[src/rtl/tps_pkg.sv]
package tps_pkg;

    typedef enum logic {
        PS_COMPAT = 1'b0,
        PS_FAST   = 1'b1
    } ps_mode_e;

endpackage

[src/rtl/tps_divider.sv]
module tps_divider
    import tps_pkg::*;
#(
    parameter int unsigned DIV_W      = 4,
    parameter int unsigned COMPAT_DIV = 5,
    parameter int unsigned FAST_DIV   = 0
) (
    input  logic             clk,
    input  logic             rst,
    input  ps_mode_e         mode,
    input  logic             wr,
    input  logic [DIV_W-1:0] wdata,
    output logic             tick
);

    localparam logic [DIV_W-1:0] COMPAT_V = DIV_W'(COMPAT_DIV);
    localparam logic [DIV_W-1:0] FAST_V   = DIV_W'(FAST_DIV);

    typedef struct packed {
        logic [DIV_W-1:0] div;
        logic [DIV_W-1:0] cnt;
        logic             tick;
    } div_state_t;

    div_state_t st_d, st_q;

    always_comb begin
        st_d = st_q;
        if (wr) begin
            st_d.div  = wdata;
            st_d.cnt  = '0;
            st_d.tick = 1'b0;
        end else if (st_q.cnt == st_q.div) begin
            st_d.cnt  = '0;
            st_d.tick = 1'b1;
        end else begin
            st_d.cnt  = st_q.cnt + 1'b1;
            st_d.tick = 1'b0;
        end
    end

    always_ff @(posedge clk) begin
        if (rst) begin
            st_q.div  <= (mode == PS_FAST) ? FAST_V : COMPAT_V;
            st_q.cnt  <= '0;
            st_q.tick <= 1'b0;
        end else begin
            st_q <= st_d;
        end
    end

    assign tick = st_q.tick;

endmodule

[src/rtl/tps_gate.sv]
module tps_gate (
    input  logic force_i,
    input  logic tick_i,
    output logic en_o
);

    always_comb begin
        en_o = force_i | tick_i;
    end

endmodule

[src/rtl/tmr_prescale.sv]
module tmr_prescale
    import tps_pkg::*;
#(
    parameter int unsigned DIV_W      = 4,
    parameter int unsigned COMPAT_DIV = 5,
    parameter int unsigned FAST_DIV   = 0
) (
    input  logic             clk,
    input  logic             rst,
    input  logic             fast_mode,
    input  logic             div_wr,
    input  logic [DIV_W-1:0] div_wdata,
    input  logic             t2_bypass,
    output logic             tick,
    output logic             pin_sample_en,
    output logic             t2_en
);

    ps_mode_e mode;

    assign mode = fast_mode ? PS_FAST : PS_COMPAT;

    tps_divider #(
        .DIV_W      (DIV_W),
        .COMPAT_DIV (COMPAT_DIV),
        .FAST_DIV   (FAST_DIV)
    ) u_div (
        .clk   (clk),
        .rst   (rst),
        .mode  (mode),
        .wr    (div_wr),
        .wdata (div_wdata),
        .tick  (tick)
    );

    // external pin sampling: every clock in fast mode, else on ticks
    tps_gate u_pin_gate (
        .force_i (mode == PS_FAST),
        .tick_i  (tick),
        .en_o    (pin_sample_en)
    );

    // third timer: undivided in clock-out / baud modes
    tps_gate u_t2_gate (
        .force_i (t2_bypass),
        .tick_i  (tick),
        .en_o    (t2_en)
    );

endmodule

[config.mk]
export PLATFORM = sky130hd
export DESIGN_NAME = tmr_prescale
export DESIGN_NICKNAME = d
export VERILOG_FILES = /design/src/rtl/tps_pkg.sv /design/src/rtl/tps_divider.sv /design/src/rtl/tps_gate.sv /design/src/rtl/tmr_prescale.sv
export SDC_FILE = /design/constraint.sdc
export NUM_CORES = 1
export LEC_CHECK = 0
export BUFFER_PORTS_ARGS = -buffer_cell sky130_fd_sc_hd__buf_2
export CAP_MARGIN = 5
export CORE_AREA = 3 3 40 42
export DETAILED_ROUTE_END_ITERATION = 8
export DIE_AREA = 0 0 43 45
export GPL_TIMING_DRIVEN = 0
export SLEW_MARGIN = 40
export SYNTH_ARGS = -nofsm -noshare
export SYNTH_HDL_FRONTEND = slang
export SYNTH_SLANG_ARGS = --single-unit
[constraint.sdc]
create_clock -name clk -period 3.6 [get_ports clk]
set_clock_uncertainty 0.05 [all_clocks]
set_input_delay 0.18 -clock clk [delete_from_list [all_inputs] [get_ports clk]]
set_output_delay 0.18 -clock clk [all_outputs]
set_load 0.01 [all_outputs]
==> results of run 1 <==
==> cell type report <==
cell class / instances / area (um^2) / share of cell area [%]
Buffer: 1 / 3.75 / 0.750
Clock buffer: 4 / 26.3 / 5.25
Inverter: 1 / 3.75 / 0.750
Multi-Input combinational cell: 22 / 173 / 34.5
Sequential cell: 9 / 220 / 44.0
Tap cell: 15 / 18.8 / 3.75
Timing Repair Buffer: 11 / 55.1 / 11.0
==> worst paths after layout <==
| kind | from | to | cells after the start |
|---|---|---|---|
| hold reg to reg | u_div.st_q[1] | u_div.st_q[1] | 1 |
| setup reg to reg | u_div.st_q[6] | u_div.tick | 3 |
| hold / removal | div_wdata[3] | u_div.st_q[8] | 2 |
| setup / recovery | u_div.st_q[6] | u_div.tick | 3 |
==> worst max-delay path, stage by stage (launching register included) <==
cell and delay (ns):
sky130_fd_sc_hd__edfxtp_1 0.39, sky130_fd_sc_hd__xor2_1 0.18, sky130_fd_sc_hd__nor4_4 0.38, sky130_fd_sc_hd__and2b_2 0.19
==> power by group through the flow <==
stage | clock network (uW) | registers, uW | logic, uW
floorplan | 0 | 119 | 17.0
finish | 79.7 | 117 | 25.3
CTS | 82.6 | 118 | 25.8
global route | 88.7 | 118 | 28.4
detailed placement | 0 | 120 | 25.7
global placement | 0 | 120 | 25.3
==> state kept, by name (all words and copies together), names as in the netlist <==
signal and count:
u_div.st_q 8, u_div.tick 1
==> stage by stage <==
step / std cells / util (%) / hold slack [ns] / area, um^2 / worst slack, ns
2_1_floorplan: 33 / - / 0.321 / 400 / 2.45
3_3_place_gp: 59 / 36.9 / 0.422 / 474 / 2.37
3_5_place_dp: 59 / 36.9 / 0.433 / 474 / 2.36
4_1_cts: 63 / 38.9 / 0.155 / 500 / 2.35
5_1_grt: 63 / 38.9 / 0.157 / 500 / 2.30
6_report: 63 / 38.9 / 0.157 / 500 / 2.35
==> layer usage <==
layer | global-route usage, % | up-vias | routed length [um]
met5 | 0 | - | 0
met4 | 9.04 | 0 | 0
met3 | 2.39 | 0 | 33
met2 | 13.2 | 7 | 319
met1 | 7.90 | 105 | 259
li1 | - | 141 | -
==> cells in the mapped netlist, drive strengths merged <==
cell    instances
clkbuf          1
inv             1
mux2i           1
edfxtp          4
nor4            1
xnor2           1
and2b           1
a21oi           1
dfxtp           5
nor2b           2
nand3           1
nor3b           1
or2             3
nor2            1
xor2            5
nor3            3
ha              1
==> cell families after synthesis <==
group           synth area share [%]
compound gates                  1.25
xor+xnor                        13.1
fa+ha+maj                       3.12
buf+inv                         1.87
flops                           55.0
mux                             2.50
simple gates                    23.1
==> impl_metrics.py, run 1 <==
metrics = {
    "grt": {
        "grt_pass1_wl_um": 1070,
        "first_global_vias": 260,
        "grt.total_usage_pct": 8.14,
        "number_of_antenna_violations_at_the_first_check_in_global_routing": 0,
        "grt_max_degree": 10,
        "grt_overflow_total": 0,
    },
    "critical_path": {
        "ff2ff_setup_slack_ns": 2.35,
        "path_max_fanout": 5,
        "worstSetupPathType": "reg -> reg",
        "timing.critical_path.from_type": "register",
        "crit_required_ns": 3.75,
        "element_type_at_the_critical_path_end": "register",
        "critical_path_arrival_ns": 1.40,
    },
    "cts": {
        "clockBufferDepth": 2,
        "cts-hold-fix-buffers": 0,
        "resize_count_post_cts": 0,
        "clk-insertion-delay-late_ns": 0.26,
        "cts.sinks": 9,
        "ctsHtreeMaxLevel": 1,
        "post_cts_buffers": 0,
        "clock_pin_slew_of_the_registers_on_the_worst_case_setup_and_hold_paths_ns": 0.07,
        "clock-root-buffer": "sky130_fd_sc_hd__clkbuf_4",
        "clock_buffers_created_by_tritoncts": 3,
        "cts_tree": "yes",
    },
    "timing": {
        "slew_headroom_pct": 71.7,
        "finalWorstPathRequiredPeriod_ns": 1.25,
        "worst-slew-pin-transition_ns": 0.424,
        "period_share_pct": 34.6,
        "timing.final.setup_violations": 0,
        "maxSlewViolCount": 0,
        "timing.setup.tns_ns": 0,
        "grt_setup_unrepaired": "no",
        "max_freq_mhz": 803,
        "hold_violations": 0,
    },
    "routing": {
        "wire_per_inst_um": 9.71,
        "via_per_inst": 4.02,
        "antenna_violating_nets_post_route": 0,
        "drt-total-wl_um": 612,
        "via_count": 253,
        "detail_route.iter0.violations": 2,
        "number_of_optimization_iterations_in_the_first_detailed_route_pass": 2,
        "drc_errors": 0,
    },
    "power": {
        "power.switching_fraction_pct": 24.0,
        "totalPowerFinal_uw": 222,
        "comb_power_share_pct": 11.4,
        "leakagePower_uw": 0.000223,
        "power.net_switching_uw": 53.4,
        "pwr-share-clk_pct": 35.8,
        "seq_power_share_pct": 52.8,
        "ir_drop_uv": 195,
        "pwr_density_cell_mw_per_mm2": 444,
        "internal-power_uw": 169,
    },
    "synth": {
        "synthDominantAreaCellType": "sky130_fd_sc_hd__edfxtp_1",
        "syn_area_um2": 400,
        "yosys_warnings": 0,
        "netlist.area_leader.share_pct": 30.0,
        "yosysUniqueCellTypes": 17,
        "synth_top_cells_by_area": "sky130_fd_sc_hd__edfxtp_1 (30%), sky130_fd_sc_hd__dfxtp_1 (25%), sky130_fd_sc_hd__xor2_1 (11%), sky130_fd_sc_hd__nor4_4 (5.3%), sky130_fd_sc_hd__or2_2 (4.7%)",
        "postSynthRegisterBits": 9,
        "syn_area_per_cell_um2": 12.1,
        "cell_count_after_synthesis": 33,
        "synth_sequential_area_ratio_pct": 55.0,
        "synth_fp_nets": 43,
    },
    "die": {
        "num_io_pins": 12,
        "core_footprint_mm2": 0.00128,
        "die-area_mm2": 0.00194,
        "placementRows": 13,
        "initial_core_util_pct": 31.2,
        "die_height_um": 45,
        "die_x_um": 43,
    },
    "placement": {
        "place_hpwl_um": 479,
        "input_output_buffers": 11,
        "gp_congestion": 0.634,
    },
    "cells_and_area": {
        "num-nets-final": 59,
        "layout-drive-gt1-share_pct": 39.6,
        "antenna_cells_inserted": 0,
        "syn2layout_area_growth_pct": 25.0,
        "final_common_cell": "sky130_fd_sc_hd__buf_2",
        "fill_cells": 129,
        "most-common-layout-cells": "sky130_fd_sc_hd__buf_2 (11), sky130_fd_sc_hd__xor2_1 (5), sky130_fd_sc_hd__dfxtp_1 (5)",
    },
    "hold_path": {
        "hp-class": "in -> reg",
    },
    "run": {
        "max_cap_viol": 0,
    },
    "status": {
        "outcome": "complete, no violations",
    },
}
Power figures use the tool's default switching activity.
==> run 2: changes to the inputs <==
Clock period 3.6 ns to 1.25 ns, I/O delays scaled along.
==> run 2 against run 1 <==
First-iteration DRC count unchanged. Final cell count unchanged. Design area unchanged. Largest power group unchanged. Critical path type unchanged. Critical endpoint unchanged. Total power rose to 2.9 times the previous value. Worst hold slack worse by 0.12 ns.
==> impl_metrics.py, run 2 (same netlist as run 1, synthesis figures left out) <==
metrics = {
    "status": {
        "outcome": "complete, no violations",
    },
    "critical_path": {
        "crit_path_max_incr_delay_ns": 0.39,
        "critical_path_arrival_ns": 1.40,
        "timing.critical_path.buf_inv": 0,
        "timing.critical_path.from_type": "register",
        "r2r.worst_path.cells": 3,
        "worstSetupPathType": "reg -> reg",
        "crit_path_cell_trace": "xor2_1 -> nor4_4 -> and2b_2",
        "top_family_by_delay_on_critical_path": "simple AND/OR/NAND/NOR gates",
        "cpMaxStageDelayCell": "sky130_fd_sc_hd__edfxtp_1",
        "crit_required_ns": 1.40,
        "worstSetupPathDepth": 3,
        "path_max_fanout": 5,
        "element_type_at_the_critical_path_end": "register",
    },
    "routing": {
        "drc_errors": 0,
        "wire_per_inst_um": 9.75,
        "detail_route.iter0.violations": 2,
        "number_of_optimization_iterations_in_the_first_detailed_route_pass": 2,
        "antenna_violating_nets_post_route": 0,
        "via_count": 253,
        "drt-total-wl_um": 614,
        "via_per_inst": 4.02,
    },
    "timing": {
        "max_freq_mhz": 803,
        "timing.final.setup_violations": 0,
        "maxSlewViolCount": 0,
        "period_share_pct": 99.6,
        "worst-slew-pin-transition_ns": 0.422,
        "hold_violations": 0,
        "finalWorstPathRequiredPeriod_ns": 1.24,
        "timing.setup.tns_ns": 0,
        "slew_headroom_pct": 71.8,
        "grt_setup_unrepaired": "yes",
    },
    "cts": {
        "cts.sinks": 9,
        "clock_pin_slew_of_the_registers_on_the_worst_case_setup_and_hold_paths_ns": 0.07,
        "ctsHtreeMaxLevel": 1,
        "cts_tree": "yes",
        "clock_buffers_created_by_tritoncts": 3,
        "clock-root-buffer": "sky130_fd_sc_hd__clkbuf_4",
        "resize_count_post_cts": 0,
        "clockBufferDepth": 2,
        "post_cts_buffers": 0,
        "clk-insertion-delay-late_ns": 0.26,
        "cts-hold-fix-buffers": 0,
    },
    "grt": {
        "first_global_vias": 260,
        "grt_overflow_total": 0,
        "grt_pass1_wl_um": 1070,
        "grt.total_usage_pct": 8.14,
        "number_of_antenna_violations_at_the_first_check_in_global_routing": 0,
        "grt_max_degree": 10,
    },
    "power": {
        "pwr-share-clk_pct": 35.8,
        "seq_power_share_pct": 52.8,
        "power.switching_fraction_pct": 24.0,
        "leakagePower_uw": 0.000222,
        "ir_drop_uv": 561,
        "power.net_switching_uw": 154,
        "internal-power_uw": 487,
        "comb_power_share_pct": 11.4,
        "pwr_density_cell_mw_per_mm2": 1280,
    },
    "die": {
        "initial_core_util_pct": 31.2,
        "die_height_um": 45,
        "num_io_pins": 12,
        "die-area_mm2": 0.00194,
        "core_footprint_mm2": 0.00128,
        "die_x_um": 43,
        "placementRows": 13,
    },
    "cells_and_area": {
        "layout-drive-gt1-share_pct": 39.6,
        "num-nets-final": 59,
        "syn2layout_area_growth_pct": 25.0,
        "largest_reg_flops": 8,
        "antenna_cells_inserted": 0,
        "most-common-layout-cells": "sky130_fd_sc_hd__buf_2 (11), sky130_fd_sc_hd__xor2_1 (5), sky130_fd_sc_hd__dfxtp_1 (5)",
        "reg_top3": "u_div.st_q (8), u_div.tick (1)",
        "final_common_cell": "sky130_fd_sc_hd__buf_2",
        "regMostFlops": "u_div.st_q",
        "post-route-cell-area_um2": 500,
    },
    "placement": {
        "post_dp_cell_area_um2": 474,
        "gp_congestion": 0.634,
        "input_output_buffers": 11,
        "place_hpwl_um": 479,
    },
    "hold_path": {
        "hp-class": "in -> reg",
        "worstHoldPathCells": 2,
    },
    "run": {
        "max_cap_viol": 0,
    },
}
==> run 2: cell counts in the layout (fill, tap and decap cells not counted) <==
No cell type changed its count.
==> run 2: worst paths after layout <==
check	from	to	slack (ns)
setup / recovery	u_div.st_q[6]	u_div.tick	0.005
hold / removal	div_wdata[3]	u_div.st_q[8]	0.04
setup reg to reg	u_div.st_q[6]	u_div.tick	0.005
hold reg to reg	u_div.st_q[1]	u_div.st_q[1]	0.46
==> run 2: cell type report <==
type | instances | area, um^2
Fill cell | 129 | 785
Sequential cell | 9 | 220
Multi-Input combinational cell | 22 | 173
Timing Repair Buffer | 11 | 55.1
Clock buffer | 4 | 26.3
Tap cell | 15 | 18.8
Buffer | 1 | 3.75
Inverter | 1 | 3.75
==> run 2: routing by layer <==
| layer | vias to the layer above | share of wire [%] | global-route usage, % |
|---|---|---|---|
| met5 | - | 0 | 0 |
| met1 | 105 | 42 | 7.90 |
| li1 | 141 | - | - |
| met4 | 0 | 0 | 9.04 |
| met3 | 0 | 5.4 | 2.39 |
| met2 | 7 | 52 | 13.2 |
==> run 2: power groups by stage <==
stage	combinational [uW]	clock, uW	sequential, uW
3_3_place_gp	72.9	0	345
3_5_place_dp	74.1	0	345
5_1_grt	81.9	255	340
4_1_cts	74.2	238	339
6_report	72.8	230	338
2_1_floorplan	48.9	0	343
==> run 2: through the flow <==
stage	worst slack, ns	hold slack (ns)	total power [uW]	cells	utilization (%)
after floorplan	0.101	0.179	392	33	-
after global placement	0.0236	0.304	417	59	36.9
after detailed placement	0.0146	0.315	419	59	36.9
after CTS	-0.00185	0.0376	651	63	38.9
after global routing	-0.0521	0.0397	677	63	38.9
final	0.00506	0.0396	640	63	38.9
==> run 3: changes to the inputs <==
Settings changed: PLACE_DENSITY_LB_ADDON set to 0.05.
==> run 3 against run 2 <==
Via count rose by 9.1%. Clock power fell by 4%. Worst hold slack improved by 0.016 ns. Critical endpoint unchanged. Sequential share of layout area fell by 1.7 points. Largest cell class unchanged.
==> impl_metrics.py, run 3 (same netlist as run 1, synthesis figures left out) <==
metrics = {
    "cells_and_area": {
        "reg_top3": "u_div.st_q (8), u_div.tick (1)",
        "regMostFlops": "u_div.st_q",
        "most-common-layout-cells": "sky130_fd_sc_hd__buf_2 (11), sky130_fd_sc_hd__dfxtp_1 (5), sky130_fd_sc_hd__xor2_1 (4), sky130_fd_sc_hd__edfxtp_1 (4)",
        "final_common_cell": "sky130_fd_sc_hd__buf_2",
        "num-nets-final": 60,
        "syn2layout_area_growth_pct": 30.0,
        "largest_reg_flops": 8,
        "layout-drive-gt1-share_pct": 44.9,
        "fin_util_pct": 40.5,
        "antenna_cells_inserted": 0,
    },
    "timing": {
        "timing.final.setup_violations": 0,
        "hold_violations": 0,
        "maxSlewViolCount": 0,
        "grt_setup_unrepaired": "yes",
        "period_share_pct": 99.3,
        "finalWorstPathRequiredPeriod_ns": 1.24,
        "slew_headroom_pct": 70.7,
        "worst-slew-pin-transition_ns": 0.439,
        "max_freq_mhz": 805,
    },
    "die": {
        "initial_core_util_pct": 31.2,
        "die_height_um": 45,
        "die-area_mm2": 0.00194,
        "num_io_pins": 12,
        "die_x_um": 43,
        "core_footprint_mm2": 0.00128,
        "placementRows": 13,
    },
    "grt": {
        "met3_layer_usage_reported_by_global_route_pct": 4.78,
        "grt.met1_usage_pct": 10.0,
        "gr-max-usage-layer": "met2",
        "grt_pass1_wl_um": 1230,
        "grtUsageMet2_pct": 13.5,
        "grt_max_degree": 10,
        "grt.total_usage_pct": 9.21,
        "grt_overflow_total": 0,
        "first_global_vias": 286,
        "number_of_antenna_violations_at_the_first_check_in_global_routing": 0,
    },
    "cts": {
        "clock_pin_slew_of_the_registers_on_the_worst_case_setup_and_hold_paths_ns": 0.06,
        "clock_buffers_created_by_tritoncts": 3,
        "clockBufferDepth": 2,
        "clk-insertion-delay-late_ns": 0.25,
        "clock-root-buffer": "sky130_fd_sc_hd__clkbuf_4",
        "ctsHtreeMaxLevel": 1,
        "cts.sinks": 9,
        "cts_tree": "yes",
        "cts-hold-fix-buffers": 0,
    },
    "placement": {
        "place_hpwl_um": 510,
        "gp_congestion": 0.567,
        "input_output_buffers": 11,
    },
    "critical_path": {
        "critical_path_arrival_ns": 1.40,
        "top_family_by_delay_on_critical_path": "flip-flops",
        "timing.critical_path.buf_inv": 1,
        "path_max_fanout": 5,
        "timing.critical_path.from_type": "register",
        "crit_path_cell_trace": "xor2_2 -> nor4_4 -> buf_4 -> and2b_2",
        "worstSetupPathType": "reg -> reg",
        "cpMaxStageDelayCell": "sky130_fd_sc_hd__edfxtp_1",
        "crit_path_max_incr_delay_ns": 0.40,
        "crit_required_ns": 1.40,
        "element_type_at_the_critical_path_end": "register",
    },
    "power": {
        "ir_drop_uv": 383,
        "pwr_density_cell_mw_per_mm2": 1230,
        "totalPowerFinal_uw": 641,
        "leakagePower_uw": 0.000230,
    },
    "routing": {
        "antenna_violating_nets_post_route": 0,
        "drt-total-wl_um": 674,
        "number_of_optimization_iterations_in_the_first_detailed_route_pass": 3,
        "drc_errors": 0,
        "wire_per_inst_um": 10.5,
        "via_count": 276,
        "via_per_inst": 4.31,
        "detail_route.iter0.violations": 1,
    },
    "status": {
        "outcome": "complete, no violations",
    },
    "run": {
        "max_cap_viol": 0,
    },
    "hold_path": {
        "hp-class": "in -> reg",
    },
}
run 3: layout make-up:
| class | count | area, um^2 |
|---|---|---|
| tap | 15 | 18.8 |
| buffer | 1 | 3.75 |
| sequential | 9 | 220 |
| clock buffer | 4 | 26.3 |
| multi-input combinational | 22 | 185 |
| inverter | 1 | 3.75 |
| timing repair buffer | 12 | 62.6 |
| fill | 128 | 764 |
run 3: worst reg2reg max path, stage by stage, from the launching register on:
cell and delay, ns:
sky130_fd_sc_hd__edfxtp_1 0.40, sky130_fd_sc_hd__xor2_2 0.18, sky130_fd_sc_hd__nor4_4 0.25, sky130_fd_sc_hd__buf_4 0.17
sky130_fd_sc_hd__and2b_2 0.14
run 3: what timing repair did:
| item | 4_1_cts | 5_1_grt |
|---|---|---|
| pin swaps | 0 | 1 |
| endpoints found under the setup margin | 1 | 5 |
| gates resized for setup | 0 | 2 |
| buffers inserted | 0 | 1 |
run 3: metal layers:
layer  routed length [um]  vias to the layer above  part of all wire (%)
met3                   53                        0                   7.9
met1                  271                      126                    40
met2                  349                        9                    52
li1                     -                      141                     -
met5                    0                        -                     0
met4                    0                        0                     0
run 3: path summary, 6_finish.rpt:
check | from | to | slack [ns] | cells after the start
max | u_div.st_q[5] | u_div.tick | 0.008 | 4
max reg2reg | u_div.st_q[5] | u_div.tick | 0.008 | 4
min reg2reg | u_div.st_q[1] | u_div.st_q[1] | 0.50 | 1
min | div_wdata[3] | u_div.st_q[8] | 0.06 | 2
run 3: power breakdown:
group	internal, uW	total (uW)	switching (uW)
Sequential	328	340	12.1
Combinational	41.8	81.2	39.4
Clock	123	220	97.2
Total	492	641	149
run 3: metrics by stage:
stage	std cells	setup WS [ns]	cell area [um^2]	hold WS (ns)	TNS [ns]
2_1_floorplan	33	0.101	400	0.179	0
3_3_place_gp	59	0.0236	474	0.304	0
3_5_place_dp	59	0.0165	474	0.313	0
4_1_cts	63	-0.00865	500	0.0428	-0.00865
5_1_grt	64	-0.0753	520	0.0676	-0.288
6_report	64	0.00839	520	0.0552	0
